## src/rtl/ccu_pkg.sv

```systemverilog
package ccu_pkg;
  localparam int RUN_BIT  = 0;
  localparam int APD_BIT  = 1;
  localparam int DREQ_BIT = 5;
  localparam int DSTS_BIT = 27;

  // Read-back word for one branch register.
  function automatic logic [31:0] pack_cfg(input logic run, input logic apd, input logic sts);
    logic [31:0] w;
    w = '0;
    w[RUN_BIT]  = run;
    w[APD_BIT]  = apd;
    w[DSTS_BIT] = sts;
    return w;
  endfunction

  // A write is refused when it would stop a running branch that has not armed power-down.
  function automatic logic write_allowed(input logic run_cur, input logic apd_cur, input logic run_new);
    return !(run_cur && !apd_cur && !run_new);
  endfunction

  // Strobe equation for one branch.
  function automatic logic strobe(input logic base_on, input logic run, input logic bus_ok,
                                  input logic apd, input logic idle, input logic sts, input logic ph);
    return base_on && run && bus_ok && !(apd && idle) && (!sts || ph);
  endfunction
endpackage

```

## src/rtl/ccu_addr_dec.sv

```systemverilog
module ccu_addr_dec #(
  parameter int NUM_BR = 8,
  localparam int IDX_W = (NUM_BR > 1) ? $clog2(NUM_BR) : 1
) (
  input  logic [31:0]      addr,
  output logic [IDX_W-1:0] idx,
  output logic             hit
);
  assign idx = addr[2 +: IDX_W];
  assign hit = (addr[1:0] == 2'b00) && (addr[31:2] < 30'(NUM_BR));
endmodule

```

## src/rtl/ccu_branch.sv

```systemverilog
module ccu_branch
  import ccu_pkg::*;
#(
  parameter bit HAS_DIV = 1'b0
) (
  input  logic clk,
  input  logic rst_n,
  input  logic base_on,
  input  logic bus_ok,
  input  logic idle,
  input  logic wr,
  input  logic wr_run,
  input  logic wr_apd,
  input  logic wr_dreq,
  output logic run,
  output logic apd,
  output logic sts,
  output logic ce
);
  logic run_q, apd_q;
  logic ph;

  always_ff @(posedge clk or negedge rst_n) begin
    if (!rst_n) begin
      run_q <= 1'b1;
      apd_q <= 1'b0;
    end else if (wr && write_allowed(run_q, apd_q, wr_run)) begin
      run_q <= wr_run;
      apd_q <= wr_apd;
    end
  end

  generate
    if (HAS_DIV) begin : g_div
      logic req_q, sts_q, ph_q;
      always_ff @(posedge clk or negedge rst_n) begin
        if (!rst_n) begin
          req_q <= 1'b0;
          sts_q <= 1'b0;
          ph_q  <= 1'b0;
        end else begin
          if (wr && write_allowed(run_q, apd_q, wr_run)) req_q <= wr_dreq;
          if (base_on) ph_q <= ~ph_q;
          // status follows the request only on a divided-enable edge
          if (base_on && ph_q) sts_q <= req_q;
        end
      end
      assign sts = sts_q;
      assign ph  = ph_q;
    end else begin : g_nodiv
      logic unused_dreq;
      assign unused_dreq = wr_dreq;
      assign sts = 1'b0;
      assign ph  = 1'b1;
    end
  endgenerate

  assign run = run_q;
  assign apd = apd_q;
  assign ce  = strobe(base_on, run_q, bus_ok, apd_q, idle, sts, ph);
endmodule

```

## src/rtl/ccu_resp.sv

```systemverilog
module ccu_resp (
  input  logic        clk,
  input  logic        rst_n,
  input  logic        req,
  input  logic        rd,
  input  logic        ok,
  input  logic [31:0] word,
  output logic        ready,
  output logic        err,
  output logic [31:0] rdata
);
  always_ff @(posedge clk or negedge rst_n) begin
    if (!rst_n) begin
      ready <= 1'b0;
      err   <= 1'b0;
      rdata <= '0;
    end else begin
      ready <= req;
      err   <= req && !ok;
      rdata <= (rd && ok) ? word : '0;
    end
  end
endmodule

```

## src/rtl/ccu_branch_gate.sv

```systemverilog
module ccu_branch_gate
  import ccu_pkg::*;
#(
  parameter int NUM_GROUPS = 2,
  parameter int BR_PER_GRP = 4,
  parameter logic [NUM_GROUPS*BR_PER_GRP-1:0] DIV_MASK = 8'b0100_0100,
  localparam int NUM_BR = NUM_GROUPS * BR_PER_GRP,
  localparam int IDX_W  = (NUM_BR > 1) ? $clog2(NUM_BR) : 1
) (
  input  logic                  clk,
  input  logic                  rst_n,
  input  logic [31:0]           bus_addr,
  input  logic [31:0]           bus_wdata,
  input  logic                  bus_wr,
  input  logic                  bus_rd,
  output logic [31:0]           bus_rdata,
  output logic                  bus_ready,
  output logic                  bus_err,
  input  logic [NUM_GROUPS-1:0] base_en,
  input  logic [NUM_BR-1:0]     periph_idle,
  output logic [NUM_BR-1:0]     branch_ce
);
  logic [IDX_W-1:0]  idx;
  logic              hit;
  logic              base_sel;
  logic [31:0]       rd_word;
  logic [NUM_BR-1:0] run_q, apd_q, sts_q, wr_sel;
  logic              acc_req, acc_ok, acc_err_ev, wr_ok_ev;
  logic              unused_wdata;

  assign unused_wdata = ^{bus_wdata[31:6], bus_wdata[4:2]};

  ccu_addr_dec #(.NUM_BR(NUM_BR)) u_dec (.addr(bus_addr), .idx(idx), .hit(hit));

  always_comb begin
    base_sel = 1'b0;
    rd_word  = '0;
    for (int i = 0; i < NUM_BR; i++) begin
      if (hit && idx == IDX_W'(i)) begin
        base_sel = base_en[i / BR_PER_GRP];
        rd_word  = pack_cfg(run_q[i], apd_q[i], sts_q[i]);
      end
    end
  end

  assign acc_req    = bus_wr || bus_rd;
  assign acc_ok     = hit && base_sel;
  assign acc_err_ev = acc_req && !acc_ok;
  assign wr_ok_ev   = bus_wr && acc_ok;

  generate
    for (genvar i = 0; i < NUM_BR; i++) begin : g_br
      localparam int GRP = i / BR_PER_GRP;
      localparam int BUS = GRP * BR_PER_GRP;
      logic bus_ok;
      if (i == BUS) begin : g_bus
        assign bus_ok = 1'b1;
      end else begin : g_per
        assign bus_ok = run_q[BUS];
      end
      assign wr_sel[i] = wr_ok_ev && (idx == IDX_W'(i));
      ccu_branch #(.HAS_DIV(DIV_MASK[i])) u_br (
        .clk(clk), .rst_n(rst_n), .base_on(base_en[GRP]), .bus_ok(bus_ok),
        .idle(periph_idle[i]), .wr(wr_sel[i]),
        .wr_run(bus_wdata[RUN_BIT]), .wr_apd(bus_wdata[APD_BIT]), .wr_dreq(bus_wdata[DREQ_BIT]),
        .run(run_q[i]), .apd(apd_q[i]), .sts(sts_q[i]), .ce(branch_ce[i])
      );
    end
  endgenerate

  ccu_resp u_resp (
    .clk(clk), .rst_n(rst_n), .req(acc_req), .rd(bus_rd && !bus_wr), .ok(acc_ok),
    .word(rd_word), .ready(bus_ready), .err(bus_err), .rdata(bus_rdata)
  );
endmodule

```

## config.mk

```make
export PLATFORM = sky130hd
export DESIGN_NAME = ccu_branch_gate
export DESIGN_NICKNAME = d
export VERILOG_FILES = /design/src/rtl/ccu_pkg.sv /design/src/rtl/ccu_addr_dec.sv /design/src/rtl/ccu_branch.sv /design/src/rtl/ccu_resp.sv /design/src/rtl/ccu_branch_gate.sv
export SDC_FILE = /design/constraint.sdc
export NUM_CORES = 1
export LEC_CHECK = 0
export ABC_AREA = 1
export BUFFER_PORTS_ARGS = -buffer_cell sky130_fd_sc_hd__buf_2
export CORE_MARGIN = 2
export CORE_UTILIZATION = 44
export CTS_CLUSTER_SIZE = 30
export DETAILED_ROUTE_END_ITERATION = 10
export PLACE_DENSITY = 0.88
export SLEW_MARGIN = 20
export SYNTH_ARGS = -nofsm -noshare
export SYNTH_HDL_FRONTEND = slang
export SYNTH_SLANG_ARGS = --single-unit
```

## constraint.sdc

```tcl
create_clock -name clk -period 1.25 [get_ports clk]
set_input_delay 0.25 -clock clk [delete_from_list [all_inputs] [get_ports clk]]
set_output_delay 0.25 -clock clk [all_outputs]
set_load 0.05 [all_outputs]
```

==> results.sh <==
export IMPL_wl_mm=7.172
export IMPL_crit_family="simple AND/OR/NAND/NOR gates"
export IMPL_numClockSinks=27
export IMPL_worst_pin_slew_ns=0.7522
export IMPL_numCtsBuffers=3
export IMPL_post_synth_top_count_cell="nand2_1"
export IMPL_layout_nets=446
export IMPL_fill_cells=331
export IMPL_cap_violations=0
export IMPL_cts_root_buf="clkbuf_8"
export IMPL_antenna_found_initial=0
export IMPL_insertion_delay_ns=0.29
export IMPL_die_x_um=71.58
export IMPL_hold_class="primary input to register"
export IMPL_routed_via_density=5.585
export IMPL_finalMaxSlewViolations=0
export IMPL_rr_worst_depth=8
export IMPL_antenna_cells=0
export IMPL_start_util_pct=45.83
export IMPL_cp_end_kind="register"
export IMPL_grt_use_total_pct=23.50
export IMPL_dp_cells=405
export IMPL_cts_clk_slew_worst_paths_ns=0.10
export IMPL_syn_area_um2=2009
export IMPL_fp_row_count=24
export IMPL_core_area_um2=4384
export IMPL_r2r_end="u_resp.rdata[0]"
export IMPL_fmax_mhz=596.8
export IMPL_post_route_period_util_pct=134.0
export IMPL_dp_slack_ns=-0.5029
export IMPL_violations="setup timing"
export IMPL_rsz0062_at_grt="yes"
export IMPL_synth_area_per_cell_um2=7.281
export IMPL_path_buf_inv=3
export IMPL_p_leak_nw=1.451
export IMPL_grt_overflow_total=0
export IMPL_grt_pass1_wl_mm=9.542
export IMPL_synth_top_area_cell="dfrtp_1"
export IMPL_r2r_start="g_br[0].u_br.run"
export IMPL_drt_wirelength_per_cell_um=17.12
export IMPL_ys_warnings_count=0
export IMPL_drc=0
export IMPL_crit_path_max_incr_delay_ns=0.19
export IMPL_ant_nets=0
export IMPL_cts_tree="done"
export IMPL_fin_crit_ns=1.675
export IMPL_synthCells=276
export IMPL_drtPass1Iterations=6
export IMPL_setup_viol=30
export IMPL_hpwl_mm=3.979
export IMPL_htreeDepth=1
export IMPL_ys_top_cells_by_count="nand2_1 (61), buf_4 (37), inv_1 (29)"
export IMPL_ys_ff_latch=27
export IMPL_drive_gt1_share_pct=46.87
export IMPL_async_flop_share_pct=100.0
export IMPL_hold_violations=0
export IMPL_reg2reg_slack_ns=-0.17
export IMPL_crit_path_start="bus_addr[13]"
export IMPL_pin_count=120
export IMPL_crit_top_cell="nand2_1"
export IMPL_area_delta_synth_final_pct=42.90
export IMPL_cts_max_path_buffers=2
export IMPL_dieArea_um2=5124
export IMPL_crit_required_ns=1.44
export IMPL_cp_slowest_cell="buf_6"
export IMPL_synthTopCellsByArea="dfrtp_1 (24%), buf_4 (14%), nand2_1 (11%)"
export IMPL_yosysSeqAreaShare_pct=34.12
export IMPL_timing_critical_path_to="g_br[1].u_br.apd"
export IMPL_outcome="complete, but fails checks"
export IMPL_cp_cell_sequence="buf_2 > nor2_1 > nand2_1 > nor2_1 > nand2_1 > nor2_4 > o21ai_2 > nand2_2 > nand3_4 > buf_6 > clkinv_8 > nand3b_1 > nand2_1 > nand2_1"
export IMPL_ys_flop_type="dfrtp_1"
export IMPL_fin_skew_ns=0.002689
export IMPL_place_gp_congestion=0.8995
export IMPL_dr_first_iter_drc_count=352
export IMPL_grt_max_degree=28
export IMPL_finalNonFillerCells=419
export IMPL_synth_edff_count=0
export IMPL_cp_start_kind="primary input"
export IMPL_grt_pass1_vias=2163
export IMPL_setup_worst_path_class="primary input to register"
export IMPL_fin_ws_ns=-0.4255
export IMPL_max_slew_margin_pct=49.46
export IMPL_cp_max_fo=6
export IMPL_die_h_um=71.58
export IMPL_synth_top_cell_area_share_pct=23.66
export IMPL_crit_cells=14
export IMPL_irDropWorstVdd_v=0.0005894
export IMPL_critPathArrivalTime_ns=1.86
export IMPL_ys_types=30
export IMPL_io_buffer_count=61
export IMPL_vias=2340
export IMPL_p_per_area_nw_per_um2=771.9
-- flip-flops by register name, summed over array words and instances, names as in the netlist --
signal,cells
g_br.u_br.apd,8
g_br.u_br.run,8
u_resp.rdata,3
g_br.u_br.g_div.ph_q,2
g_br.u_br.g_div.req_q,2
g_br.u_br.sts,2
u_resp.err,1
u_resp.ready,1
-- power breakdown --
part	total (W)	switching (W)	internal [W]
Sequential	0.000986	0.0000422	0.000944
Combinational	0.000693	0.000456	0.000236
Clock	0.000538	0.000313	0.000225
-- cell type report --
class                           count  area, um2  area share, %
Multi-Input combinational cell    202       1201          41.83
Clock inverter                      1      5.005         0.1743
Inverter                           31      128.9          4.488
Timing Repair inverter              3      43.79          1.525
Timing Repair Buffer              100      700.7          24.40
Clock buffer                        3      41.29          1.438
Sequential cell                    27      685.7          23.88
Tap cell                           52      65.06          2.266
-- what timing repair did --
item | CTS | global route
hold buffers | 1 | 0
gates resized for setup | 46 | 34
setup endpoints to repair | 29 | 30
buffers inserted | 5 | 0
endpoints found under the hold margin | 19 | 0
gates cloned | 2 | 2
pin swaps | 12 | 25
-- worst reg2reg max path: cells and delay by family (launching register included) --
family / cells / cell delay, ns
AO/OA/AOI/OAI: 2 / 0.18
buffers and inverters: 1 / 0.13
flip-flops: 1 / 0.58
AND/OR/NAND/NOR: 5 / 0.47
-- metal layers --
layer / wire length, um / up-vias / global-route usage, %
li1: - / 1010 / -
met4: 379 / 0 / 8.805
met1: 2515 / 1101 / 27.00
met3: 624 / 48 / 4.501
met2: 3653 / 181 / 43.00
met5: 0 / - / 0
-- how the worst min path moves through the flow --
stage,start,to,slack (ns),depth (start not counted)
2_1_floorplan,rst_n,g_br[0].u_br.apd,-0.05,0
3_3_place_gp,rst_n,g_br[0].u_br.apd,0.28,1
3_5_place_dp,rst_n,g_br[0].u_br.apd,0.29,1
4_1_cts,bus_wdata[5],g_br[6].u_br.g_div.req_q,0.19,3
5_1_grt,bus_wdata[5],g_br[2].u_br.g_div.req_q,0.18,3
6_report,bus_wdata[5],g_br[2].u_br.g_div.req_q,0.18,3
-- cells by family (layout without fill, tap and decap cells) --
family,count (synthesis),after routing,synth area share [%]
flops,27,27,34.12
xor+xnor,2,2,0.8719
buf+inv,75,138,22.91
other cells,1,29,0.1866
compound gates,22,22,6.787
simple gates,149,149,35.12
-- cell usage in the layout, fill, tap and decap left out, types with 2 or more instances in the layout --
cell type	n
dfstp_2	8
nor3_2	2
o21ai_2	4
nor2_1	23
nor3_1	12
nor3_4	2
nand3_4	3
clkinv_8	3
nand3_1	13
buf_4	32
a211oi_2	5
a21oi_2	4
xor2_1	2
conb_1	29
nand2_1	52
o21ai_1	2
nand2_4	3
buf_2	52
nand2_2	7
nor2_2	4
buf_6	12
nand4_1	7
a21oi_1	3
dfrtp_1	19
buf_8	2
inv_1	26
nand3_2	15
inv_2	4
clkbuf_8	3
nand3b_1	3
-- through the flow --
stage	util (%)	total power [W]	cell area (um2)	setup TNS (ns)	hold slack, ns
floorplan	-	0.001417	2153	-3.487	-0.04559
global route	65.50	0.002312	2872	-11.36	0.1821
global placement	55.05	0.001596	2414	-7.832	0.2758
CTS	61.62	0.002169	2701	-5.456	0.1873
finish	65.50	0.002217	2872	-9.377	0.1805
detailed placement	55.05	0.001614	2414	-9.851	0.2947
(Power assumes the default switching activity.)
